`src/rtl/sdiv_pkg.sv`:
```
package sdiv_pkg;
  parameter int SYNC_DEPTH = 2;
  parameter int HI_STAGES  = 3;
  localparam int TOTAL_W   = 1 + HI_STAGES;
endpackage

```
`src/rtl/sdiv_sync.sv`:
```
module sdiv_sync #(
  parameter int W      = 1,
  parameter int STAGES = 2
) (
  input  logic         clk,
  input  logic         rst_n,
  input  logic [W-1:0] d,
  output logic [W-1:0] q
);
  logic [W-1:0] st [STAGES];

  for (genvar i = 0; i < STAGES; i++) begin : g_stage
    if (i == 0) begin : g_first
      always_ff @(posedge clk or negedge rst_n)
        if (!rst_n) st[0] <= '0;
        else        st[0] <= d;
    end else begin : g_next
      always_ff @(posedge clk or negedge rst_n)
        if (!rst_n) st[i] <= '0;
        else        st[i] <= st[i-1];
    end
  end

  assign q = st[STAGES-1];
endmodule

```
`src/rtl/sdiv_fall_det.sv`:
```
module sdiv_fall_det #(
  parameter int W = 1
) (
  input  logic         clk,
  input  logic         rst_n,
  input  logic [W-1:0] cur,
  output logic [W-1:0] fall
);
  logic [W-1:0] prev;

  always_ff @(posedge clk or negedge rst_n)
    if (!rst_n) prev <= '0;
    else        prev <= cur;

  assign fall = prev & ~cur;
endmodule

```
`src/rtl/sdiv_toggle.sv`:
```
module sdiv_toggle (
  input  logic clk,
  input  logic rst_n,
  input  logic clr,
  input  logic evt,
  output logic q,
  output logic carry
);
  always_ff @(posedge clk or negedge rst_n)
    if (!rst_n)   q <= 1'b0;
    else if (clr) q <= 1'b0;
    else if (evt) q <= ~q;

  // stage steps 1 -> 0 this cycle: the next stage's count event
  assign carry = evt & q & ~clr;
endmodule

```
`src/rtl/sdiv_bin_sec.sv`:
```
module sdiv_bin_sec #(
  parameter int N = 3
) (
  input  logic         clk,
  input  logic         rst_n,
  input  logic         clr,
  input  logic         evt,
  output logic [N-1:0] q
);
  logic [N:0] chain;
  assign chain[0] = evt;

  for (genvar i = 0; i < N; i++) begin : g_bit
    sdiv_toggle u_stage (
      .clk   (clk),
      .rst_n (rst_n),
      .clr   (clr),
      .evt   (chain[i]),
      .q     (q[i]),
      .carry (chain[i+1])
    );
  end
endmodule

```
`src/rtl/split_divider.sv`:
```
module split_divider
  import sdiv_pkg::*;
(
  input  logic               clk,
  input  logic               rst_n,
  input  logic               cnt_a_in,
  input  logic               cnt_b_in,
  input  logic               chain_en,
  input  logic               clr_a,
  input  logic               clr_b,
  output logic [TOTAL_W-1:0] cnt_out
);
  logic [2:0] raw_in, sync_in;
  logic [1:0] falls;
  logic       clr_q, a_fall, b_fall, a_carry, b_evt, q_lo;
  logic [HI_STAGES-1:0] q_hi;

  assign raw_in = {clr_a & clr_b, cnt_b_in, cnt_a_in};

  sdiv_sync #(.W(3), .STAGES(SYNC_DEPTH)) u_sync (
    .clk (clk), .rst_n (rst_n), .d (raw_in), .q (sync_in)
  );

  sdiv_fall_det #(.W(2)) u_fall (
    .clk (clk), .rst_n (rst_n), .cur (sync_in[1:0]), .fall (falls)
  );

  assign clr_q  = sync_in[2];
  assign a_fall = falls[0];
  assign b_fall = falls[1];

  sdiv_toggle u_lo (
    .clk (clk), .rst_n (rst_n), .clr (clr_q), .evt (a_fall),
    .q (q_lo), .carry (a_carry)
  );

  // chained: only the low stage's carry counts; external pulses ignored
  assign b_evt = chain_en ? a_carry : b_fall;

  sdiv_bin_sec #(.N(HI_STAGES)) u_hi (
    .clk (clk), .rst_n (rst_n), .clr (clr_q), .evt (b_evt), .q (q_hi)
  );

  assign cnt_out = {q_hi, q_lo};
endmodule

```
`config.mk`:
```
export PLATFORM = sky130hd
export DESIGN_NAME = split_divider
export DESIGN_NICKNAME = d
export VERILOG_FILES = /design/src/rtl/sdiv_pkg.sv /design/src/rtl/sdiv_sync.sv /design/src/rtl/sdiv_fall_det.sv /design/src/rtl/sdiv_toggle.sv /design/src/rtl/sdiv_bin_sec.sv /design/src/rtl/split_divider.sv
export SDC_FILE = /design/constraint.sdc
export NUM_CORES = 1
export LEC_CHECK = 0
export ABC_AREA = 1
export ABC_CLOCK_PERIOD_IN_PS = 3390
export BUFFER_PORTS_ARGS = -buffer_cell sky130_fd_sc_hd__buf_2
export CORE_AREA = 4 4 41 43
export CTS_CLUSTER_DIAMETER = 150
export DETAILED_ROUTE_END_ITERATION = 7
export DIE_AREA = 0 0 45 47
export GPL_TIMING_DRIVEN = 0
export SLEW_MARGIN = 10
export SYNTH_ARGS = -nofsm -noshare
export SYNTH_HDL_FRONTEND = slang
export SYNTH_HIERARCHICAL = 1
export SYNTH_SLANG_ARGS = --single-unit
export TNS_END_PERCENT = 50
```
`constraint.sdc`:
```
create_clock -name clk -period 3.39 [get_ports clk]
set_input_delay 0.678 -clock clk [delete_from_list [all_inputs] [get_ports clk]]
set_output_delay 0.678 -clock clk [all_outputs]
set_load 0.03 [all_outputs]
```
==> results.md, run 1 <==
- Status: finished, final reports clean
- I/O Buffers: 10
- Layout cells sized above 1: between 30% and 40%
- Global placement routability congestion: approximately 0.66
- Ports: 11
- Startpoint types: register
- Starting Density: between 30 and 40%
- Syn-to-layout area delta: 22.4%
- Final #Nets: 71
- Final Max Slew Viols: 0
- Static Leak: 0.000328 µW
- Worst Path Buf+Inv: 2
- Cts bufs inserted: 3
- Core ar.: between 1000 and 1500 µm²
- # fillers: roughly 140
- Grt ovf: 0
- CTS sink count: 12
- Crit-path max cell delay: roughly 0.4 ns
- Maximum root-to-sink buffer count: 2
- RSZ-0062 raised after global routing: false
- Pwr dens: 535 nW/µm²
- Worst slew margin: between 80% and 90%
- Number of hold buffers added after cts: 0
- Crit-path leading delay family: flip-flops
- Mapped cell area: 469 µm²
- H-tree depth: 1
- Setup crit end kind: output port
- Post-route clock period utilization: between 40% and 50%
- Crit path DAT: 0.95 ns
- Antenna violations before repair: 0
- Mean post-synth cell area: around 9.6 µm²
- Synth warnings: 6
- Cell count after synthesis: 49
- Routed vias: 298
- Endpoints failing setup: 0
- First-pass DRT Iterations: 2
- Vias per inst: 3.82
- Max-cap violations: 0
- Antenna fix cells: 0
- Crit path max-delay cell type: dfrtp_1
- VDD IR max: between 0.2 and 0.3 mV
- Drt initial violations: 6
- Worst clock skew: around 0.0020 ns
- Drt total wl: between 600 and 700 µm
- Global-route wire length before repair: 1.09 mm
- Die area: approximately 2100 µm²
- Crit path cell chain: buf_4 > buf_2
- Non-filler cells in the finished layout: 78
- Routed Antenna Nets: 0
- DRC Markers: 0
- Crit Path Max Fanout: 3
- Clk slew on worst S/H paths: 0.07 ns
- Fin crit period: approximately 1.6 ns
- Post-CTS Resized: 0
- # rows: 13
- Die Y-Extent: between 40 and 50 µm
- Syn_nets: 56
- DP Cell Count: 74
- Final-report hold violation count: 0
- Worst-Margin Slew: approximately 0.27 ns
- HPWL after DPL: around 460 µm
- Max Fclk: about 0.6 GHz
- Worst endpoint required time: between 2 and 3 ns
- CTS tree: yes
- Type of the worst min-delay path: input port to asynchronous set/reset pin
- Total Neg Setup Slack: 0 ns
- Pin count of the biggest net entering global routing: 13
- Tot GR Track Use: 7.62%
- DIE WIDTH: roughly 45 µm
- Root buf cell: clkbuf_4
- Most frequent cells in the layout: nand2_1, dfrtp_1, buf_2
- Vias in the first global route: roughly 290
- WS Path Type: register to output port
- Post-CTS Setup Bufs: 0
- Clk_lat worst skew: roughly 0.26 ns
- Routed WL per cell: about 7.9 µm
-- routing by layer --
layer	track usage (%)	wire [µm]	part of all wire [%]
met5	0	0	0
met4	7.02	6	0.97
met3	2.68	64	10
met2	11.0	230	37
met1	8.81	319	51
-- metrics by stage --
| step | power, µW | setup slack [ns] | util (%) | instance area [µm²] | hold slack, ns |
|---|---|---|---|---|---|
| final | 307 | 1.76 | 44.1 | 574 | 0.275 |
| after CTS | 314 | 1.74 | 44.1 | 574 | 0.276 |
| after detailed placement | 201 | 1.76 | 41.3 | 538 | 0.335 |
| after global placement | 200 | 1.78 | 41.3 | 538 | 0.334 |
| after global routing | 325 | 1.60 | 44.1 | 574 | 0.278 |
| after floorplan | 188 | 1.89 | - | 469 | 0.331 |
-- flip-flops by register name, indices dropped and copies added, names as in the netlist --
signal and flops:
u_fall/prev 2, u_hi/g_bit.u_stage/q 3, u_lo/q 1, u_sync/q 3
u_sync/st 3
-- final cells by class --
cell class / instances / area, µm² / area share, %
plain buffers: 4 / 30.0 / 5.23
clock buffers: 4 / 36.3 / 6.32
inverters: 8 / 30.0 / 5.23
multi-input cells: 25 / 109 / 19.0
flip-flops and latches: 12 / 300 / 52.3
well taps: 15 / 18.8 / 3.27
repair buffers: 10 / 50.0 / 8.71
-- final timing paths --
check / from / end / slack [ns] / cells past startpoint
max in group asynchronous: rst_n / u_sync/q[2] / 2.91 / 1
setup reg to reg: u_sync/q[0] / u_hi/g_bit[2].u_stage/q / 1.80 / 13
hold reg to reg: u_sync/st[4] / u_sync/q[1] / 0.35 / 0
min in group clk: u_sync/st[4] / u_sync/q[1] / 0.35 / 0
setup / recovery: u_lo/q / cnt_out[0] / 1.76 / 2
hold / removal: rst_n / u_sync/st[5] / 0.27 / 1
-- report_power, final --
group	total (µW)	internal, µW	switching [µW]	leakage, µW
sequential	157	153	4.28	0.000148
clock	110	65.2	44.9	0.0000210
combinational	40.2	15.7	24.5	0.000159
total	307	233	73.6	0.000328
(Power assumes the default switching activity.)
==> inputs of run 2 (changes only) <==
--- a/config.mk
+++ b/config.mk
@@ -6,7 +6,7 @@
 export NUM_CORES = 1
 export LEC_CHECK = 0
 export ABC_AREA = 1
-export ABC_CLOCK_PERIOD_IN_PS = 3390
+export ABC_CLOCK_PERIOD_IN_PS = 1500
 export BUFFER_PORTS_ARGS = -buffer_cell sky130_fd_sc_hd__buf_2
 export CORE_AREA = 4 4 41 43
 export CTS_CLUSTER_DIAMETER = 150
==> constraint.sdc (replaced) <==
create_clock -name clk -period 1.5 [get_ports clk]
set_input_delay 0.3 -clock clk [delete_from_list [all_inputs] [get_ports clk]]
set_output_delay 0.3 -clock clk [all_outputs]
set_load 0.03 [all_outputs]
==> results.md, run 2 (synthesis results as in run 1) <==
- Status: finished with violations
- Failing checks: setup timing
- Clk slew on worst S/H paths: 0.07 ns (about the same)
- Final #Nets: 78 (+9.9%)
- Setup crit end kind: register
- Root buf cell: clkbuf_4
- Die Y-Extent: 47 µm (unchanged)
- Worst clock skew: 0.00226 ns (+0.000276 ns)
- Pin count of the biggest net entering global routing: 13 (unchanged)
- Antenna fix cells: 0 (unchanged)
- First-pass DRT Iterations: 1 (-1)
- Total Neg Setup Slack: -0.0112 ns (-0.0112 ns)
- Crit path DAT: 1.68 ns (+0.73 ns)
- Worst-Margin Slew: 0.265 ns (-0.000751 ns)
- Ports: 11 (unchanged)
- Drt initial violations: 0 (-6)
- Endpoints failing setup: 1 (+1)
- Global-route wire length before repair: 1.22 mm (+12%)
- # rows: 13 (unchanged)
- # fillers: 128 (-7.2%)
- Clk_lat worst skew: 0.26 ns (about the same)
- Core ar.: 1300 µm² (unchanged)
- DIE WIDTH: 45 µm (unchanged)
- Final-report hold violation count: 0 (unchanged)
- FF+latch area: 300 µm² (unchanged)
- Commonest non-fill, non-tap cell in the layout: dfrtp_1
- Vias per inst: 3.76 (-1.5%)
- Post-route cell area: 657 µm² (+14%)
- Grt ovf: 0 (unchanged)
- Drt total wl: 689 µm (+11%)
- Vias in the first global route: 327 (+14%)
- Final Max Slew Viols: 0 (unchanged)
- Cts bufs inserted: 3 (unchanged)
- Most frequent cells in the layout: dfrtp_1, buf_4, buf_2
- Crit-path max cell delay: 0.37 ns (-0.02 ns)
- Max-cap violations: 0 (unchanged)
- Hold slack final: 0.137 ns (-0.138 ns)
- Routed vias: 320 (+7.4%)
- Type of the worst min-delay path: input port to register
- DP Area: 538 µm² (unchanged)
- Pwr dens: 1100 nW/µm² (+110%)
- Tot GR Track Use: 8.59% (+0.96 points)
- I/O Buffers: 10 (unchanged)
- Maximum root-to-sink buffer count: 2 (unchanged)
- H-tree depth: 1 (unchanged)
- WS Path Type: register to register
- CTS tree: yes
- Antenna violations before repair: 0 (unchanged)
- Die area: 2120 µm² (unchanged)
- Post-route clock period utilization: 101%
- Layout cells sized above 1: 54.3% (+16 points)
- DP Cell Count: 74 (unchanged)
- RSZ-0062 raised after global routing: true
- Starting Density: 36.1% (unchanged)
- Fin crit period: about 1.5 ns
- Most frequent cell on the critical path: buf_4
- Routed Antenna Nets: 0 (unchanged)
- HPWL after DPL: 461 µm (unchanged)
- Crit Path Max Fanout: 2 (-1)
- DRC Markers: 0 (unchanged)
- Worst endpoint required time: 1.67 ns (-1.04 ns)
- Worst slew margin: 82.4% (about the same)
- Max Fclk: 0.662 GHz
- Global placement routability congestion: 0.658 (unchanged)
- Final Worst Setup Slack: -0.0112 ns (-1.77 ns)
- CTS sink count: 12 (unchanged)
- Syn-to-layout area delta: 40.0%
- VDD IR max: 0.658 mV (+140%)
- Multi-input logic area: 136 µm² (+25%)
- Non-filler cells in the finished layout: 85 (+9.0%)
- Routed WL per cell: 8.11 µm (+2.0%)
- Startpoint types: register
- Worst Path Buf+Inv: 6 (+4)
- Crit path cell chain: inv_2 > nor2_4 > nand2_2 > nor2_1 > nand2_1 > nand2_2 > buf_4 > buf_4 > buf_4 > buf_4 > buf_4 > nor2_4 > nor2_2
- Top Registers: u_hi/g_bit.u_stage/q x3, u_sync/q x3, u_sync/st x3
- Static Leak: 0.000365 µW (+11%)
- Crit-path leading delay family: buffers and inverters
- Crit path max-delay cell type: dfrtp_1
==> run 2: cell count changes in the layout (fill, tap and decap cells not counted), sizes merged <==
cell and change:
buf +6, dlygate4sd3 +1
==> run 2: final timing paths <==
check	startpoint	endpoint	slack (ns)	cells after the start
worst max-delay path	u_fall/prev[0]	u_hi/g_bit[0].u_stage/q	-0.01	13
worst min-delay path	cnt_a_in	u_sync/st[3]	0.14	1
worst max register to register	u_fall/prev[0]	u_hi/g_bit[0].u_stage/q	-0.01	13
worst min register to register	u_sync/st[4]	u_sync/q[1]	0.35	0
max in group asynchronous	rst_n	u_sync/q[2]	0.86	2
min in group asynchronous	rst_n	u_sync/st[5]	0.43	2
==> run 2: layout make-up <==
| type | count | share of cell area, % |
|---|---|---|
| plain buffers | 3 | 3.43 |
| repair buffers | 18 | 17.1 |
| clock buffers | 4 | 5.52 |
| inverters | 8 | 4.57 |
| multi-input cells | 25 | 20.8 |
| well taps | 15 | 2.86 |
| flip-flops and latches | 12 | 45.7 |
==> run 2: power by group <==
group	leakage, µW	total, µW	internal [µW]	switching [µW]
registers	0.000148	360	345	15.2
clock network	0.0000210	249	147	102
logic	0.000196	112	51.2	60.5
total	0.000365	721	543	178
==> run 2: per-stage QoR <==
stage	worst slack (ns)	util, %	total power [µW]
after floorplan	0.00337	-	424
after global placement	-0.0499	41.3	452
after detailed placement	-0.0746	41.3	454
after CTS	0.00240	50.1	733
after global routing	-0.0871	50.5	762
final	-0.0112	50.5	721
==> run 2: timing repair <==
item                                   CTS  global route
endpoints found under the hold margin   12             0
setup buffers                            7             0
resized for setup                        8             2
setup endpoints to repair                1             2
pin swaps                               11             2
hold buffers                             1             0
==> run 2: routing by layer <==
| layer | GRT usage [%] | wire (µm) |
|---|---|---|
| met1 | 8.81 | 326 |
| met2 | 14.4 | 293 |
| met3 | 2.68 | 62 |
| met4 | 7.02 | 6 |
| met5 | 0 | 0 |
==> inputs of run 3 (changes only) <==
--- a/config.mk
+++ b/config.mk
@@ -8,6 +8,7 @@
 export ABC_AREA = 1
 export ABC_CLOCK_PERIOD_IN_PS = 1500
 export BUFFER_PORTS_ARGS = -buffer_cell sky130_fd_sc_hd__buf_2
+export CAP_MARGIN = 20
 export CORE_AREA = 4 4 41 43
 export CTS_CLUSTER_DIAMETER = 150
 export DETAILED_ROUTE_END_ITERATION = 7
==> constraint.sdc (replaced) <==
create_clock -name clk -period 1.5 [get_ports clk]
set_input_delay 0 -clock clk [delete_from_list [all_inputs] [get_ports clk]]
set_output_delay 0 -clock clk [all_outputs]
set_load 0.05 [all_outputs]
==> results.md, run 3 (synthesis results as in run 1) <==
- Static Leak: 0.000363 µW (-0.72%)
- Crit path max-delay cell type: dfrtp_1
- Max-cap violations: 0 (unchanged)
- Clk slew on worst S/H paths: 0.07 ns (about the same)
- Grt ovf: 0 (unchanged)
- Crit-path max cell delay: 0.41 ns (+0.04 ns)
- Setup crit end kind: register
- Startpoint types: register
- Util after Layout: 51.2% (+0.77 points)
- Die area: 2120 µm² (unchanged)
- Endpoints failing setup: 0 (-1)
- Vias per inst: 3.88 (+3.2%)
- Top Registers: u_hi/g_bit.u_stage/q x3, u_sync/q x3, u_sync/st x3
- # rows: 13 (unchanged)
- Root buf cell: clkbuf_4
- Maximum root-to-sink buffer count: 2 (unchanged)
- Starting Density: 36.1% (unchanged)
- Status: finished, final reports clean
- Die Y-Extent: 47 µm (unchanged)
- Worst Path Buf+Inv: 0 (-6)
- Pwr dens: 1090 nW/µm² (-0.28%)
- Worst slew margin: 82.4% (about the same)
- Routed Antenna Nets: 0 (unchanged)
- Vias in the first global route: 332 (+1.5%)
- DIE WIDTH: 45 µm (unchanged)
- Antenna violations before repair: 0 (unchanged)
- Worst-Margin Slew: 0.264 ns (-0.000304 ns)
- Final-report hold violation count: 0 (unchanged)
- Commonest non-fill, non-tap cell in the layout: dfrtp_1
- RSZ-0062 raised after global routing: true
- Max Fclk: 0.707 GHz (+6.8%)
- Global-route wire length before repair: 1.32 mm (+7.9%)
- Global placement routability congestion: 0.663 (+0.70%)
- Type of the worst min-delay path: input port to register
- Final Max Slew Viols: 0 (unchanged)
- DRC Markers: 0 (unchanged)
- DP Cell Count: 74 (unchanged)
- Antenna fix cells: 0 (unchanged)
- Crit path DAT: 1.57 ns (-0.11 ns)
- Routed vias: 334 (+4.4%)
- Core ar.: 1300 µm² (unchanged)
- Pin count of the biggest net entering global routing: 13 (unchanged)
- Worst clock skew: 0.00195 ns (-0.000305 ns)
- Ports: 11 (unchanged)
- Drt initial violations: 2 (+2)
- VDD IR max: 0.575 mV (-13%)
- Fin crit period: 1.41 ns (-0.0966 ns)
- Non-filler cells in the finished layout: 86 (+1.2%)
- Layout cells sized above 1: 46.5% (-7.8 points)
- Post-route clock period utilization: 94.3% (-6.4 points)
- Total power: 730 µW (+1.2%)
- Clk_lat worst skew: 0.26 ns (about the same)
- I/O Buffers: 10 (unchanged)
- Tot GR Track Use: 8.84% (+0.25 points)
- WS Path Type: register to register
- Most frequent cells in the layout: dfrtp_1, buf_2, nand2_1
- # fillers: 136 (+6.3%)
- CTS tree: yes
- Drt total wl: 717 µm (+4.1%)
- Final #Nets: 79 (+1.3%)
- R2r setup slk: 0.09 ns (+0.10 ns)
- Cts bufs inserted: 3 (unchanged)
- HPWL after DPL: 476 µm (+3.1%)
- Routed WL per cell: 8.34 µm (+2.9%)
- H-tree depth: 1 (unchanged)
- First-pass DRT Iterations: 2 (+1)
- Crit path cell chain: nor2_4 > nand2_2 > nor2_2 > nand2_1 > nand2_2 > nand2_2 > nor2_2 > nand2_1 > nor2_2 > nand2_1 > nand2_1 > nor2_2
- Syn-to-layout area delta: 42.1%
- CTS sink count: 12 (unchanged)
- Crit Path Max Fanout: 2 (unchanged)
- Worst endpoint required time: 1.66 ns (about the same)
- Crit-path leading delay family: simple AND/OR/NAND/NOR gates
run 3: cell count changes in the layout (fill, tap and decap cells not counted), sizes merged:
cell | previous run | this run
buf | 20 | 17
dlygate4sd3 | 1 | 5
run 3: final timing paths:
check | startpoint | endpoint | depth (start not counted)
max in group asynchronous | rst_n | u_hi/g_bit[2].u_stage/q | 2
hold / removal | chain_en | u_hi/g_bit[0].u_stage/q | 5
setup / recovery | u_sync/q[0] | u_hi/g_bit[2].u_stage/q | 12
hold reg to reg | u_sync/st[4] | u_sync/q[1] | 0
min in group asynchronous | rst_n | u_fall/prev[0] | 2
setup reg to reg | u_sync/q[0] | u_hi/g_bit[2].u_stage/q | 12
run 3: power breakdown:
part           internal (µW)  leakage (µW)  switching, µW
clock                    147     0.0000210           99.6
sequential               345      0.000148           11.8
combinational           49.1      0.000193           77.4
total                    541      0.000363            189
run 3: worst register-to-register path, cell delays in order (launching register included):
cell and delay (ns):
dfrtp_1 0.41, nor2_4 0.12, nand2_2 0.06, nor2_2 0.07
nand2_1 0.06, nand2_2 0.08, nand2_2 0.06, nor2_2 0.09
nand2_1 0.08, nor2_2 0.11, nand2_1 0.06, nand2_1 0.07
nor2_2 0.04
run 3: cell type report:
type	instances	area, µm²	share of cell area [%]
Buffer	3	22.5	3.38
Clock buffer	4	36.3	5.44
Inverter	8	30.0	4.50
Multi-Input combinational cell	25	129	19.3
Sequential cell	12	300	45.0
Tap cell	15	18.8	2.81
Timing Repair Buffer	19	130	19.5
run 3: stage by stage:
stage / hold slack [ns] / area, µm² / setup WS, ns / setup TNS [ns]
4_1_cts: 0.101 / 649 / -0.0171 / -0.0171
5_1_grt: 0.134 / 667 / -0.104 / -0.104
3_3_place_gp: -0.111 / 538 / -0.0439 / -0.0439
6_report: 0.124 / 667 / 0.0854 / 0
2_1_floorplan: -0.296 / 469 / -0.0252 / -0.0252
3_5_place_dp: -0.106 / 538 / -0.0999 / -0.0999
run 3: what timing repair did:
action	in CTS	in global routing
buffers inserted	3	1
hold buffers	5	0
gates resized for setup	3	4
hold endpoints to repair	15	0
pin swaps	11	8
setup endpoints to repair	1	2
run 3: metal layers:
layer,GRT usage (%),part of all wire [%]
met1,11.2,45
met2,12.4,47
met3,6.13,7.5
met4,1.75,0
met5,0,0
